**src/rtl/wsm_pkg.sv**
```systemverilog
package wsm_pkg;
  typedef enum logic [2:0] {
    SEL_OFF   = 3'd0,
    SEL_SLOT  = 3'd1,
    SEL_FRAME = 3'd2,
    SEL_SEQ   = 3'd3,
    SEL_SFN   = 3'd4
  } trig_sel_e;

  typedef struct packed {
    logic sfn;
    logic seq;
    logic frame;
    logic slot;
  } marker_t;
endpackage

```
**src/rtl/wsm_mod_counter.sv**
```systemverilog
module wsm_mod_counter #(
  parameter int MOD = 4,
  parameter int CW  = 2
) (
  input  logic          clk_i,
  input  logic          rst_ni,
  input  logic          clr_i,
  input  logic          en_i,
  output logic [CW-1:0] cnt_o
);
  logic [CW-1:0] cnt_q;
  logic          last;

  assign last  = (cnt_q == CW'(MOD - 1));
  assign cnt_o = cnt_q;

  always_ff @(posedge clk_i or negedge rst_ni) begin
    if (!rst_ni)    cnt_q <= '0;
    else if (clr_i) cnt_q <= '0;
    else if (en_i)  cnt_q <= last ? '0 : cnt_q + CW'(1);
  end
endmodule

```
**src/rtl/wsm_seq_counter.sv**
```systemverilog
module wsm_seq_counter #(
  parameter int SEQ_W = 24
) (
  input  logic             clk_i,
  input  logic             rst_ni,
  input  logic             clr_i,
  input  logic [SEQ_W-1:0] len_i,
  output logic             start_o
);
  logic [SEQ_W-1:0] cnt_q;
  logic [SEQ_W:0]   nxt;
  logic             wrap;

  assign nxt     = {1'b0, cnt_q} + (SEQ_W+1)'(1);
  // >= rather than == so a shortened length wraps at once; 0 acts as 1
  assign wrap    = (nxt >= {1'b0, len_i});
  assign start_o = (cnt_q == '0);

  always_ff @(posedge clk_i or negedge rst_ni) begin
    if (!rst_ni)    cnt_q <= '0;
    else if (clr_i) cnt_q <= '0;
    else            cnt_q <= wrap ? '0 : nxt[SEQ_W-1:0];
  end
endmodule

```
**src/rtl/wsm_trig_route.sv**
```systemverilog
module wsm_trig_route
  import wsm_pkg::*;
(
  input  marker_t    mk_i,
  input  logic [2:0] sel_i,
  output logic       trig_o
);
  always_comb begin
    case (trig_sel_e'(sel_i))
      SEL_SLOT:  trig_o = mk_i.slot;
      SEL_FRAME: trig_o = mk_i.frame;
      SEL_SEQ:   trig_o = mk_i.seq;
      SEL_SFN:   trig_o = mk_i.sfn;
      default:   trig_o = 1'b0;
    endcase
  end
endmodule

```
**src/rtl/wsm_top.sv**
```systemverilog
module wsm_top
  import wsm_pkg::*;
#(
  parameter int SLOT_CHIPS      = 2560,
  parameter int SLOTS_PER_FRAME = 15,
  parameter int SFN_PERIOD      = 4096,
  parameter int SEQ_W           = 24
) (
  input  logic             clk_i,
  input  logic             rst_ni,
  input  logic             restart_i,
  input  logic [SEQ_W-1:0] seq_len_i,
  input  logic [2:0]       sel_a_i,
  input  logic [2:0]       sel_b_i,
  output logic             slot_o,
  output logic             frame_o,
  output logic             seq_o,
  output logic             sfn_o,
  output logic             trig_a_o,
  output logic             trig_b_o
);
  localparam int CHIP_W = (SLOT_CHIPS > 1) ? $clog2(SLOT_CHIPS) : 1;
  localparam int SLOT_W = (SLOTS_PER_FRAME > 1) ? $clog2(SLOTS_PER_FRAME) : 1;
  localparam int SFN_W  = (SFN_PERIOD > 1) ? $clog2(SFN_PERIOD) : 1;
  localparam int N_OUT  = 2;

  logic [CHIP_W-1:0] chip_cnt;
  logic [SLOT_W-1:0] slot_cnt;
  logic [SFN_W-1:0]  sfn_cnt;
  logic              chip_last, slot_last, seq_start;
  marker_t           mk;
  logic [2:0]        sel [N_OUT];
  logic [N_OUT-1:0]  trig;

  assign chip_last = (chip_cnt == CHIP_W'(SLOT_CHIPS - 1));
  assign slot_last = (slot_cnt == SLOT_W'(SLOTS_PER_FRAME - 1));

  wsm_mod_counter #(.MOD(SLOT_CHIPS), .CW(CHIP_W)) u_chip (
    .clk_i(clk_i), .rst_ni(rst_ni), .clr_i(restart_i),
    .en_i(1'b1), .cnt_o(chip_cnt)
  );

  wsm_mod_counter #(.MOD(SLOTS_PER_FRAME), .CW(SLOT_W)) u_slot (
    .clk_i(clk_i), .rst_ni(rst_ni), .clr_i(restart_i),
    .en_i(chip_last), .cnt_o(slot_cnt)
  );

  wsm_mod_counter #(.MOD(SFN_PERIOD), .CW(SFN_W)) u_sfn (
    .clk_i(clk_i), .rst_ni(rst_ni), .clr_i(restart_i),
    .en_i(chip_last & slot_last), .cnt_o(sfn_cnt)
  );

  wsm_seq_counter #(.SEQ_W(SEQ_W)) u_seq (
    .clk_i(clk_i), .rst_ni(rst_ni), .clr_i(restart_i),
    .len_i(seq_len_i), .start_o(seq_start)
  );

  assign mk.slot  = (chip_cnt == '0);
  assign mk.frame = mk.slot & (slot_cnt == '0);
  assign mk.sfn   = mk.frame & (sfn_cnt == '0);
  assign mk.seq   = seq_start;

  assign sel[0] = sel_a_i;
  assign sel[1] = sel_b_i;

  for (genvar g = 0; g < N_OUT; g++) begin : g_route
    wsm_trig_route u_route (.mk_i(mk), .sel_i(sel[g]), .trig_o(trig[g]));
  end

  assign slot_o   = mk.slot;
  assign frame_o  = mk.frame;
  assign seq_o    = mk.seq;
  assign sfn_o    = mk.sfn;
  assign trig_a_o = trig[0];
  assign trig_b_o = trig[1];
endmodule

```
**config.mk**
```make
export PLATFORM = sky130hd
export DESIGN_NAME = wsm_top
export DESIGN_NICKNAME = d
export VERILOG_FILES = /design/src/rtl/wsm_pkg.sv /design/src/rtl/wsm_mod_counter.sv /design/src/rtl/wsm_seq_counter.sv /design/src/rtl/wsm_trig_route.sv /design/src/rtl/wsm_top.sv
export SDC_FILE = /design/constraint.sdc
export NUM_CORES = 1
export LEC_CHECK = 0
export BUFFER_PORTS_ARGS = -buffer_cell sky130_fd_sc_hd__buf_2
export CORE_MARGIN = 10
export CORE_UTILIZATION = 59
export DETAILED_ROUTE_END_ITERATION = 6
export PLACE_DENSITY_LB_ADDON = 0.1
export SKIP_CTS_REPAIR_TIMING = 1
export SYNTH_ARGS = -nofsm -noshare
export SYNTH_HDL_FRONTEND = slang
export SYNTH_HIERARCHICAL = 1
export SYNTH_SLANG_ARGS = --single-unit
```
**constraint.sdc**
```tcl
create_clock -name clk_i -period 3.3 [get_ports clk_i]
set_input_delay 0.66 -clock clk_i [delete_from_list [all_inputs] [get_ports clk_i]]
set_output_delay 0.66 -clock clk_i [all_outputs]
set_load 0.005 [all_outputs]
```
==> results.sh <==
export IMPL_crit_path_top_delay_cell="dfrtp_1"
export IMPL_grt_first_pass_wirelength_um=13520
export IMPL_powerDensity_nw_per_um2=289.5
export IMPL_first_pass_iters=4
export IMPL_grt_max_degree=35
export IMPL_synth_flop_cell="dfrtp_1"
export IMPL_syn_cell_area_um2=3622
export IMPL_path_buf_inv=1
export IMPL_antennaDiodeCount=0
export IMPL_io_pins=39
export IMPL_clock_skew_ns=0.01071
export IMPL_worstSetupPathType="register to register"
export IMPL_yosysSeqAreaShare_pct=35.92
export IMPL_grt_overflow_total=0
export IMPL_port_buffers=38
export IMPL_num_vias=3167
export IMPL_root_buffer="clkbuf_8"
export IMPL_synth_top_cell_area_share_pct=35.92
export IMPL_ir_worst_vdd_uv=169.9
export IMPL_cap_violations=0
export IMPL_via_per_inst=5.779
export IMPL_clockBufferDepth=2
export IMPL_die_area_um2=9674
export IMPL_avgSynthCellArea_um2=8.604
export IMPL_end_kind="register"
export IMPL_clock_sinks=52
export IMPL_setup_tns_ns=0
export IMPL_synth_cell_types=55
export IMPL_critPathTopFamily="simple AND/OR/NAND/NOR gates"
export IMPL_grt_use_total_pct=16.29
export IMPL_max_freq_ghz=0.3312
export IMPL_setup_viol=0
export IMPL_multi_input_comb_area_um2=2213
export IMPL_synth_edf_count=0
export IMPL_grt_setup_unrepaired="false"
export IMPL_slowest_delay_ns=0.44
export IMPL_worstMarginPinSlew_ns=0.7723
export IMPL_leakage_nw=1.984
export IMPL_synth_top_area_cell="dfrtp_1"
export IMPL_areaGrowthSynthToFinish_pct=12.26
export IMPL_postLayoutCellArea_um2=4066
export IMPL_crit_required_ns=3.49
export IMPL_antenna_found_initial=0
export IMPL_worstPathMaxFanout=24
export IMPL_synthArstFlopShare_pct=100.0
export IMPL_fin_nets=535
export IMPL_place_gp_congestion=0.8796
export IMPL_final_hold_violation_count=0
export IMPL_crit_path_start_kind="register"
export IMPL_core_um2=5956
export IMPL_stdcell_count=548
export IMPL_num_rows=28
export IMPL_worstSkewPairLatency_ns=0.32
export IMPL_clk_pin_slew_worst_paths_ns=0.11
export IMPL_synth_most_common_cell="nor2_1"
export IMPL_fin_util_pct=68.28
export IMPL_min_delay_path_class="input port to asynchronous set/reset pin"
export IMPL_post_dp_cell_area_um2=3935
export IMPL_ys_warnings_count=6
export IMPL_cts_buffers=5
export IMPL_drt_total_wl_um=8107
export IMPL_fin_crit_ns=3.019
export IMPL_netlist_top_cells_count="57 x nor2_1, 52 x dfrtp_1, 50 x nand2_1, 30 x ha_1, 29 x inv_1"
export IMPL_max_slew_margin_rel_pct=48.51
export IMPL_yosys_top_cells_area="dfrtp_1 36%, ha_1 10%, nor2_1 5.9%"
export IMPL_status="complete, no violations"
export IMPL_grt_pass1_vias=3014
export IMPL_final_fill_count=517
export IMPL_start_util_pct=60.82
export IMPL_regArea_um2=1304
export IMPL_routedWlPerCell_um=14.79
export IMPL_timing_final_ws_setup_ns=0.2807
export IMPL_drive_gt1_share_pct=15.86
export IMPL_finalPower_mw=1.177
export IMPL_hpwl_um=6128
export IMPL_dp_cells=538
export IMPL_ys_ff_latch=52
export IMPL_worstPathCellList="nand3_1, nor4_2, buf_4, nand4_1, xnor2_1, ha_1, nand4_1, nor4_2, a22oi_1, nand2_1, a31o_4, nor2_1"
export IMPL_die_w_um=98.36
export IMPL_drt_initial_drc_count=159
export IMPL_hold_ws_ns=0.4093
export IMPL_ant_nets=0
export IMPL_slew_viol_final=0
export IMPL_die_h_um=98.36
export IMPL_cts_tree="built"
export IMPL_h_tree_depth=2
export IMPL_critPathArrivalTime_ns=3.21
export IMPL_finalCritPeriodShare_pct=91.49
export IMPL_drcViolationCount=0
export IMPL_post_place_ws_ns=0.01239
export IMPL_postSynthCellCount=421
==> cells in the final DEF, fill, tap and decap left out, drive strengths merged, types with 6 or more instances in the layout <==
cell type,synthesis,routed
xor2,13,13
ha,30,30
nand4,16,16
nand2,52,52
and3,6,6
xnor2,24,24
nor4,16,16
inv,29,30
a21oi,19,19
nor2,57,57
buf,1,46
nand3,28,28
dfrtp,52,52
nor3,8,8
o21ai,14,14
==> cell families after synthesis <==
group / share of synthesized area, %
buffers and inverters: 3.868
xor gates and xnor gates: 8.946
AOI/OAI and AO/OA: 9.051
DFF: 35.92
adders and majority gates: 10.36
muxes: 0.2763
other: 0.1035
and+or+nand+nor: 31.47
==> worst reg2reg max path, cell delays in order (launching register included) <==
cell and delay (ns):
dfrtp_1 0.44, nand3_1 0.21, nor4_2 0.28, buf_4 0.18, nand4_1 0.11, xnor2_1 0.17
ha_1 0.35, nand4_1 0.15, nor4_2 0.41, a22oi_1 0.12, nand2_1 0.10, a31o_4 0.28
nor2_1 0.10
==> path summary, 6_finish.rpt <==
path,cells after the start,from,slack [ns],end
worst max-delay path,12,u_seq/cnt_q[8]$_DFF_PN0_,0.28,u_seq/cnt_q[23]$_DFF_PN0_
worst max register to register,12,u_seq/cnt_q[8]$_DFF_PN0_,0.28,u_seq/cnt_q[23]$_DFF_PN0_
min in group clk_i,2,u_sfn/cnt_o[1]$_DFFE_PN0P_,0.58,u_sfn/cnt_o[1]$_DFFE_PN0P_
worst min register to register,2,u_sfn/cnt_o[1]$_DFFE_PN0P_,0.58,u_sfn/cnt_o[1]$_DFFE_PN0P_
max in group asynchronous,2,rst_ni,2.14,u_seq/cnt_q[22]$_DFF_PN0_
worst min-delay path,1,rst_ni,0.41,u_seq/cnt_q[18]$_DFF_PN0_
==> area by class of cell <==
cell class	count	share of cell area, %
clock inverters	3	0.6769
repair buffers	46	6.154
inverters	29	2.677
multi-input cells	338	54.43
clock buffers	5	1.692
well taps	75	2.308
flip-flops and latches	52	32.06
==> report_power, final <==
part	internal, mW	switching, mW	total (mW)
clock network	0.156	0.231	0.387
registers	0.642	0.00722	0.649
logic	0.0588	0.0817	0.140
==> registers in the layout, indices dropped and copies added, names as in the netlist <==
register      flops
u_chip/cnt_o     12
u_seq/cnt_q      24
u_sfn/cnt_o      12
u_slot/cnt_o      4
==> routing by layer <==
metal / global-route usage (%) / up-vias / share of wire (%)
met5: 0 / - / 0
met1: 20.61 / 1509 / 46
li1: - / 1576 / -
met4: 4.631 / 0 / 0.59
met3: 3.383 / 4 / 5.1
met2: 27.28 / 78 / 48
(Power assumes the default switching activity.)
